**src/rtl/cfg_rle_pkg.sv**
```systemverilog
// Shared definitions for the run-length configuration loader.
// Holds the end-of-load command script as a computed step function.
// Assumes a 32-bit configuration port.
package cfg_rle_pkg;

    localparam int TAIL_LEN = 16;
    localparam int TAIL_IW  = $clog2(TAIL_LEN);

    typedef struct packed {
        logic        rd;    // read select driven to port
        logic        en_n;  // active-low enable driven to port
        logic        cap;   // sample port read data in this step
        logic [31:0] data;  // write data for this step
    } tail_step_t;

    // Returns the port drive for one step of the closing script.
    function automatic tail_step_t tail_step(input logic [TAIL_IW-1:0] idx);
        tail_step_t s;
        s = '{rd: 1'b0, en_n: 1'b0, cap: 1'b0, data: 32'h2000_0000};
        case (idx)
            4'd0, 4'd3: s.data = 32'hFFFF_FFFF;
            4'd1:       s.data = 32'h0000_00BB;
            4'd2:       s.data = 32'h1122_0044;
            4'd4:       s.data = 32'hAA99_5566;
            4'd6:       s.data = 32'h2800_E001;
            4'd9:       s = '{rd: 1'b1, en_n: 1'b1, cap: 1'b0, data: 32'h0};
            4'd10:      s = '{rd: 1'b1, en_n: 1'b0, cap: 1'b1, data: 32'h0};
            4'd11:      s = '{rd: 1'b0, en_n: 1'b1, cap: 1'b0, data: 32'h0};
            4'd12:      s.data = 32'h3000_8001;
            4'd13:      s.data = 32'h0000_000D;
            default:    s.data = 32'h2000_0000;
        endcase
        return s;
    endfunction

endpackage

```
**src/rtl/rle_expander.sv**
```systemverilog
// Run expander: holds one compressed word and offers its value count+1
// times on a valid/ready output. Locks its input after accepting an
// end-of-stream word until release_i is pulsed.
// Assumes the word layout {marker, count, value}, marker in the MSB.
module rle_expander #(
    parameter int VAL_W = 64,
    parameter int CNT_W = 7,
    localparam int IN_W = VAL_W + CNT_W + 1
) (
    input  logic             clk,
    input  logic             rst_n,
    input  logic [IN_W-1:0]  in_data,
    input  logic             in_valid,
    output logic             in_ready,
    output logic [VAL_W-1:0] out_val,
    output logic             out_last,
    output logic             out_valid,
    input  logic             out_ready,
    input  logic             release_i
);

    logic [VAL_W-1:0] hold_val;
    logic [CNT_W-1:0] remain;
    logic             hold_last;
    logic             full;
    logic             locked;
    logic             take;
    logic             rep_done;
    logic             load;

    // Handshake terms for the holding register.
    always_comb begin
        take      = full && out_ready;
        rep_done  = (remain == '0);
        in_ready  = !locked && (!full || (take && rep_done));
        load      = in_valid && in_ready;
        out_val   = hold_val;
        out_valid = full;
        out_last  = hold_last && rep_done;
    end

    // Load a new run or count down copies of the held one.
    always_ff @(posedge clk) begin
        if (!rst_n) begin
            hold_val  <= '0;
            remain    <= '0;
            hold_last <= 1'b0;
            full      <= 1'b0;
            locked    <= 1'b0;
        end else begin
            if (load) begin
                hold_val  <= in_data[VAL_W-1:0];
                remain    <= in_data[VAL_W +: CNT_W];
                hold_last <= in_data[IN_W-1];
                full      <= 1'b1;
                if (in_data[IN_W-1]) begin
                    locked <= 1'b1;
                end
            end else if (take) begin
                if (rep_done) begin
                    full <= 1'b0;
                end else begin
                    remain <= remain - 1'b1;
                end
            end
            if (release_i) begin
                locked <= 1'b0;
            end
        end
    end

    // a held run keeps its value and count while not consumed.
    a_r2_hold_run: assert property (@(posedge clk) disable iff (!rst_n)
        (full && !out_ready) |=> ($stable(hold_val) && $stable(remain)));

endmodule

```
**src/rtl/word_splitter.sv**
```systemverilog
// Splits a wide run value into port-width slices, most significant slice
// first, one slice per accepted output cycle. Takes the next value in the
// same cycle it emits the final slice, so the output can stay busy.
// Assumes VAL_W is a whole multiple of PORT_W.
module word_splitter #(
    parameter int VAL_W  = 64,
    parameter int PORT_W = 32,
    localparam int SLICES = VAL_W / PORT_W,
    localparam int IDX_W  = (SLICES > 1) ? $clog2(SLICES) : 1
) (
    input  logic              clk,
    input  logic              rst_n,
    input  logic [VAL_W-1:0]  in_val,
    input  logic              in_last,
    input  logic              in_valid,
    output logic              in_ready,
    output logic [PORT_W-1:0] out_word,
    output logic              out_last,
    output logic              out_valid,
    input  logic              out_ready
);

    logic [VAL_W-1:0] sval;
    logic [IDX_W-1:0] idx;
    logic             slast;
    logic             full;
    logic             fire;
    logic             final_slice;

    // Select the current slice and compute handshakes.
    always_comb begin
        final_slice = (idx == IDX_W'(SLICES - 1));
        fire        = full && out_ready;
        in_ready    = !full || (fire && final_slice);
        out_valid   = full;
        out_word    = sval[VAL_W - 1 - int'(idx) * PORT_W -: PORT_W];
        out_last    = slast && final_slice;
    end

    // Advance the slice pointer or load the next value.
    always_ff @(posedge clk) begin
        if (!rst_n) begin
            sval  <= '0;
            idx   <= '0;
            slast <= 1'b0;
            full  <= 1'b0;
        end else if (in_valid && in_ready) begin
            sval  <= in_val;
            slast <= in_last;
            idx   <= '0;
            full  <= 1'b1;
        end else if (fire) begin
            if (final_slice) begin
                full <= 1'b0;
            end else begin
                idx <= idx + 1'b1;
            end
        end
    end

    // an emitted non-final slice is followed by the next slice of the same value.
    a_r3_slice_order: assert property (@(posedge clk) disable iff (!rst_n)
        (full && out_ready && !final_slice) |=> (full && $stable(sval) && idx == $past(idx) + 1'b1));

endmodule

```
**src/rtl/status_readback_seq.sv**
```systemverilog
// Closing script player: on start, drives the fixed sync / status-read /
// desync sequence onto the port, samples read data in the read step and
// raises a one-cycle done with the masked compare result.
// Assumes start is only pulsed while idle.
module status_readback_seq
    import cfg_rle_pkg::*;
#(
    parameter logic [31:0] STAT_MASK   = 32'h0000_5000,
    parameter logic [31:0] STAT_EXPECT = 32'h0000_4000
) (
    input  logic        clk,
    input  logic        rst_n,
    input  logic        start,
    input  logic [31:0] port_rdata,
    output logic        busy,
    output logic        seq_en_n,
    output logic        seq_rd,
    output logic [31:0] seq_wdata,
    output logic        done,
    output logic        ok
);

    logic [TAIL_IW-1:0] idx;
    logic [31:0]        status;
    tail_step_t         step;

    // Decode the current script step onto the port signals.
    always_comb begin
        step      = tail_step(idx);
        seq_en_n  = busy ? step.en_n : 1'b1;
        seq_rd    = busy ? step.rd : 1'b0;
        seq_wdata = step.data;
    end

    // Walk the script, sample status and issue the completion pulse.
    always_ff @(posedge clk) begin
        if (!rst_n) begin
            busy   <= 1'b0;
            idx    <= '0;
            status <= '0;
            done   <= 1'b0;
            ok     <= 1'b0;
        end else begin
            done <= 1'b0;
            if (!busy) begin
                if (start) begin
                    busy <= 1'b1;
                    idx  <= '0;
                end
            end else begin
                if (step.cap) begin
                    status <= port_rdata;
                end
                if (idx == TAIL_IW'(TAIL_LEN - 1)) begin
                    busy <= 1'b0;
                    done <= 1'b1;
                    ok   <= ((status & STAT_MASK) == STAT_EXPECT);
                end else begin
                    idx <= idx + 1'b1;
                end
            end
        end
    end

    // completion is a single-cycle pulse.
    a_r7_done_pulse: assert property (@(posedge clk) disable iff (!rst_n)
        done |=> !done);

    // ok only changes together with done.
    a_r7_ok_held: assert property (@(posedge clk) disable iff (!rst_n)
        !done |-> $stable(ok));

endmodule

```
**src/rtl/cfg_rle_loader.sv**
```systemverilog
// Top of the run-length configuration loader. Chains the run expander and
// the slice splitter into a registered port stage, then hands the port to
// the closing script once the last slice has gone out.
// Assumes a 32-bit port and a FIFO that presents data with valid.
module cfg_rle_loader #(
    parameter int          VAL_W       = 64,
    parameter int          CNT_W       = 7,
    parameter int          PORT_W      = 32,
    parameter logic [31:0] STAT_MASK   = 32'h0000_5000,
    parameter logic [31:0] STAT_EXPECT = 32'h0000_4000,
    localparam int         IN_W        = VAL_W + CNT_W + 1
) (
    input  logic              clk,
    input  logic              rst_n,
    input  logic [IN_W-1:0]   fifo_data,
    input  logic              fifo_valid,
    output logic              fifo_ready,
    output logic              port_en_n,
    output logic              port_rd,
    output logic [PORT_W-1:0] port_wdata,
    input  logic [PORT_W-1:0] port_rdata,
    output logic              done,
    output logic              ok
);

    logic [VAL_W-1:0]  run_val;
    logic              run_last;
    logic              run_valid;
    logic              run_ready;
    logic [PORT_W-1:0] split_word;
    logic              split_last;
    logic              split_valid;
    logic              split_ready;
    logic              seq_busy;
    logic              seq_en_n;
    logic              seq_rd;
    logic [31:0]       seq_wdata;
    logic              dp_en_n;
    logic [PORT_W-1:0] dp_wdata;
    logic              tail_go;

    rle_expander #(.VAL_W(VAL_W), .CNT_W(CNT_W)) u_expand (
        .clk       (clk),
        .rst_n     (rst_n),
        .in_data   (fifo_data),
        .in_valid  (fifo_valid),
        .in_ready  (fifo_ready),
        .out_val   (run_val),
        .out_last  (run_last),
        .out_valid (run_valid),
        .out_ready (run_ready),
        .release_i (done)
    );

    word_splitter #(.VAL_W(VAL_W), .PORT_W(PORT_W)) u_split (
        .clk       (clk),
        .rst_n     (rst_n),
        .in_val    (run_val),
        .in_last   (run_last),
        .in_valid  (run_valid),
        .in_ready  (run_ready),
        .out_word  (split_word),
        .out_last  (split_last),
        .out_valid (split_valid),
        .out_ready (split_ready)
    );

    status_readback_seq #(.STAT_MASK(STAT_MASK), .STAT_EXPECT(STAT_EXPECT)) u_seq (
        .clk        (clk),
        .rst_n      (rst_n),
        .start      (tail_go),
        .port_rdata (port_rdata[31:0]),
        .busy       (seq_busy),
        .seq_en_n   (seq_en_n),
        .seq_rd     (seq_rd),
        .seq_wdata  (seq_wdata),
        .done       (done),
        .ok         (ok)
    );

    // Data slices flow only while the script does not own the port.
    assign split_ready = !seq_busy;

    // Registered data stage: one write per slice, idle when none is ready.
    always_ff @(posedge clk) begin
        if (!rst_n) begin
            dp_en_n  <= 1'b1;
            dp_wdata <= '0;
            tail_go  <= 1'b0;
        end else begin
            dp_en_n <= !(split_valid && split_ready);
            if (split_valid && split_ready) begin
                dp_wdata <= split_word;
            end
            tail_go <= split_valid && split_ready && split_last;
        end
    end

    // Port ownership: the script while it runs, the data stage otherwise.
    always_comb begin
        port_en_n  = seq_busy ? seq_en_n : dp_en_n;
        port_rd    = seq_rd;
        port_wdata = seq_busy ? PORT_W'(seq_wdata) : dp_wdata;
    end

    // the read select only changes while the port is disabled.
    a_r6_turnaround: assert property (@(posedge clk) disable iff (!rst_n)
        (port_rd != $past(port_rd)) |-> port_en_n);

    // no data slice is pending while the closing script runs.
    a_r5_script_exclusive: assert property (@(posedge clk) disable iff (!rst_n)
        seq_busy |-> !split_valid);

    // no FIFO word is taken while the closing script runs.
    a_r8_no_pull_in_script: assert property (@(posedge clk) disable iff (!rst_n)
        seq_busy |-> !(fifo_valid && fifo_ready));

endmodule

```
**config.mk**
```make
export PLATFORM = sky130hd
export DESIGN_NAME = cfg_rle_loader
export DESIGN_NICKNAME = d
export VERILOG_FILES = /design/src/rtl/cfg_rle_pkg.sv /design/src/rtl/rle_expander.sv /design/src/rtl/word_splitter.sv /design/src/rtl/status_readback_seq.sv /design/src/rtl/cfg_rle_loader.sv
export SDC_FILE = /design/constraint.sdc
export NUM_CORES = 1
export LEC_CHECK = 0
export BUFFER_PORTS_ARGS = -buffer_cell sky130_fd_sc_hd__buf_2
export CAP_MARGIN = 20
export CORE_MARGIN = 4
export CORE_UTILIZATION = 58
export CTS_BUF_LIST = sky130_fd_sc_hd__clkbuf_8
export CTS_CLUSTER_SIZE = 14
export DETAILED_ROUTE_END_ITERATION = 10
export MAX_ROUTING_LAYER = met4
export PLACE_DENSITY = 0.81
export SLEW_MARGIN = 10
export SYNTH_ARGS = -nofsm -noshare
export SYNTH_HDL_FRONTEND = slang
export SYNTH_SLANG_ARGS = --single-unit
export TNS_END_PERCENT = 100
```
**constraint.sdc**
```tcl
create_clock -name clk -period 2.5 [get_ports clk]
set_input_delay 0.375 -clock clk [delete_from_list [all_inputs] [get_ports clk]]
set_output_delay 0.375 -clock clk [all_outputs]
set_load 0.01 [all_outputs]
```
==> impl_metrics.tcl <==
set metrics [dict create \
    yosys.area.top_type "dfxtp_1" \
    swShare_pct 28.34 \
    cp_max_fo 8 \
    cp_data_required_time_ns 2.12 \
    post-route-util_pct 67.99 \
    cp.arrival_ns 2.05 \
    use_met2_pct 36.83 \
    postLayoutSetupSlackWorst_ns 0.07589 \
    cts_buffers 17 \
    avgSynthCellArea_um2 8.231 \
    grt.busiest_layer "met2" \
    pre_cts_ws_ns 0.3880 \
    initial_core_util_pct 59.43 \
    slowest_stage "dfxtp_1" \
    fin_nets 1139 \
    numPortBuffers 113 \
    cts_setup_buffers 0 \
    setup_viol 0 \
    core_um2 13300 \
    synth-edff-count 0 \
    reg2regPathDepth 5 \
    timing.fmax_mhz 412.5 \
    max_stage_delay_ns 0.42 \
    drt_iter0_markers 594 \
    regArea_um2 3687 \
    dp_cells 1183 \
    cp.depth 7 \
    total_leakage_power_nw 3.298 \
    yosysSeqAreaShare_pct 46.62 \
    antenna_found_initial 0 \
    tightest_slew_ns 0.5882 \
    diodes 0 \
    vias 6902 \
    grt_max_degree 72 \
    ctsLongestPathBuffers 2 \
    gp_congestion 0.8705 \
    hold_viol_final 0 \
    power.density_nw_per_um2 745.9 \
    syn-num-nets 1073 \
    hpwl_um 12650 \
    cp_common_cell "a21oi_1" \
    grt-ovfl-total 0 \
    combPwrFrac_pct 18.7 \
    end_kind "primary output" \
    synth_warnings 0 \
    grt_use_total_pct 24.56 \
    intPower_mw 4.832 \
    synth_top_cells_by_count "184 x dfxtp_1, 137 x nand2_1, 115 x a21oi_1" \
    vias_per_cell 5.685 \
    drc 0 \
    ys_ff_latch 184 \
    synth_area_um2 7901 \
    dieArea_um2 15550 \
    drive_gt1_share_pct 21.48 \
    seqPwrFrac_pct 49.3 \
    synthCells 960 \
    die_h_um 124.7 \
    crit_buf_inv 2 \
    min_period_ns 2.424 \
    grt_use_met1_pct 33.60 \
    synth_top_flop_cell "dfxtp_1" \
    cp_cell_sequence "ha_2 -> buf_4 -> o21bai_1 -> a21oi_1 -> a31oi_1 -> a21oi_1 -> buf_2" \
    grt_pass1_wl_um 30490 \
    slew_viol_final 0 \
    whs_ns 0.1428 \
    status "complete, no violations" \
    clk_latency_ns 0.47 \
    criticalPathCategory "flip-flop to primary output" \
    netlist.area_leader.share_pct 46.62 \
    drtPass1Iterations 5 \
    cts_htree_levels 4 \
    post_layout_nonfiller_instances 1214 \
    fill_cells 1079 \
    met3_usage_pct 4.760 \
    hp-class "input port to flip-flop" \
    wl_um 18830 \
    rsz0062_at_grt "true" \
    cts_root_buf "clkbuf_8" \
    multi_input_area_um2 3730 \
    antenna_left 0 \
    crit_family "compound AO/OA/AOI/OAI gates" \
    maxCapViolCount 0 \
    async_flop_share_pct 0 \
    io_pins 144 \
    synthDistinctLibCells 55 \
    clkTransAtPathRegs_ns 0.09 \
    finClkSkew_ns 0.009820 \
    synthToLayoutAreaGrowth_pct 14.41 \
    synth.most_common_cell "dfxtp_1" \
    hold_buffers 0 \
    min_path_cells 3 \
    synth_area_leaders "dfxtp_1 47%, a21oi_1 7.3%, nand2_1 6.5%" \
    die_w_um 124.7 \
    finalCritPeriodShare_pct 96.96 \
    grt_pass1_vias 6278 \
    worstSetupStartpointType "flip-flop" \
    slew-limit-headroom_pct 60.79 \
    p_sw_mw 1.911 \
    row_count 42 \
    clock_sink_count 184 \
    cts_tree "done" \
    wl_per_cell_um 15.51 \
    clockPowerShare_pct 32.0 \
    vdd_drop_max_v 0.0005103 \
]
power by group through the flow:
stage / Clock, mW / Combinational, mW / Sequential, mW
floorplan: 0 / 0.947 / 3.34
global placement: 0 / 1.23 / 3.38
detailed placement: 0 / 1.25 / 3.39
CTS: 2.18 / 1.26 / 3.32
global route: 2.30 / 1.40 / 3.36
finish: 2.16 / 1.26 / 3.33
final timing paths:
kind | slack (ns) | startpoint | end
setup / recovery | 0.08 | u_seq.idx[1]$_SDFFE_PN0P_ | port_wdata[2]
hold / removal | 0.14 | port_rdata[14] | u_seq.status[14]$_SDFFE_PN0P_
setup reg to reg | 0.37 | u_expand.remain[2]$_SDFFE_PN0P_ | u_expand.out_val[4]$_SDFFE_PN0P_
hold reg to reg | 0.45 | u_seq.done$_SDFF_PN0_ | u_expand.locked$_SDFFE_PP0P_
registers in the layout, summed over array words and instances (netlist names):
signal / flops
dp_en_n: 1
dp_wdata: 32
tail_go: 1
u_expand.hold_last: 1
u_expand.locked: 1
u_expand.out_val: 64
u_expand.out_valid: 1
u_expand.remain: 7
u_seq.busy: 1
u_seq.done: 1
u_seq.idx: 4
u_seq.ok: 1
u_seq.status: 2
u_split.final_slice: 1
u_split.out_valid: 1
u_split.slast: 1
u_split.sval: 64
metal layers:
metal  wire [um]  vias to the layer above
li1            -                     3447
met1        8556                     3202
met2        8589                      226
met3        1408                       27
met4         279                        0
met5           0                        -
kinds of logic (layout without fill, tap and decap cells):
| logic type | count (synthesis) | after routing | synth area share (%) |
|---|---|---|---|
| AOI/OAI and AO/OA | 303 | 303 | 23.14 |
| xor gates and xnor gates | 1 | 1 | 0.1109 |
| adders and majority gates | 6 | 6 | 0.9501 |
| buffers and inverters | 123 | 201 | 7.015 |
| DFF | 184 | 184 | 46.62 |
| muxes | 41 | 41 | 5.273 |
| and+or+nand+nor | 302 | 302 | 16.90 |
final cells by class:
type,count,share of cell area [%]
clock buffer,21,3.197
clock inverter,10,1.661
inverter,36,1.550
multi-input combinational,653,41.26
sequential,184,40.79
tap,176,2.436
timing repair buffer,134,9.107
stage by stage:
stage	setup TNS [ns]	area, um^2	total power, mW
floorplan	0	7901	4.286
CTS	0	9012	6.761
detailed placement	0	8571	4.640
finish	0	9040	6.743
global placement	0	8571	4.603
global route	-0.03914	9040	7.056
layout by cell type, fill, tap and decap left out, types with 13 or more instances in the layout:
cell | netlist | layout
a211oi_1 | 35 | 35
a21oi_1 | 115 | 115
a21oi_2 | 30 | 30
buf_2 | 11 | 113
buf_4 | 2 | 13
clkbuf_8 | 0 | 21
dfxtp_1 | 184 | 181
inv_1 | 35 | 37
mux2i_1 | 36 | 36
nand2_1 | 137 | 137
nand3_1 | 69 | 69
nor2_1 | 55 | 53
o21ai_0 | 66 | 65
o21ai_1 | 32 | 32
tightest hold or removal path, stage by stage:
cell     delay [ns]
buf_2          0.08
mux2i_1        0.05
nor2_1         0.07
what timing repair did:
action,CTS,global route
resized for setup,1,9
endpoints found under the setup margin,1,19
pin swaps,0,0
Power figures use the tool's default switching activity.
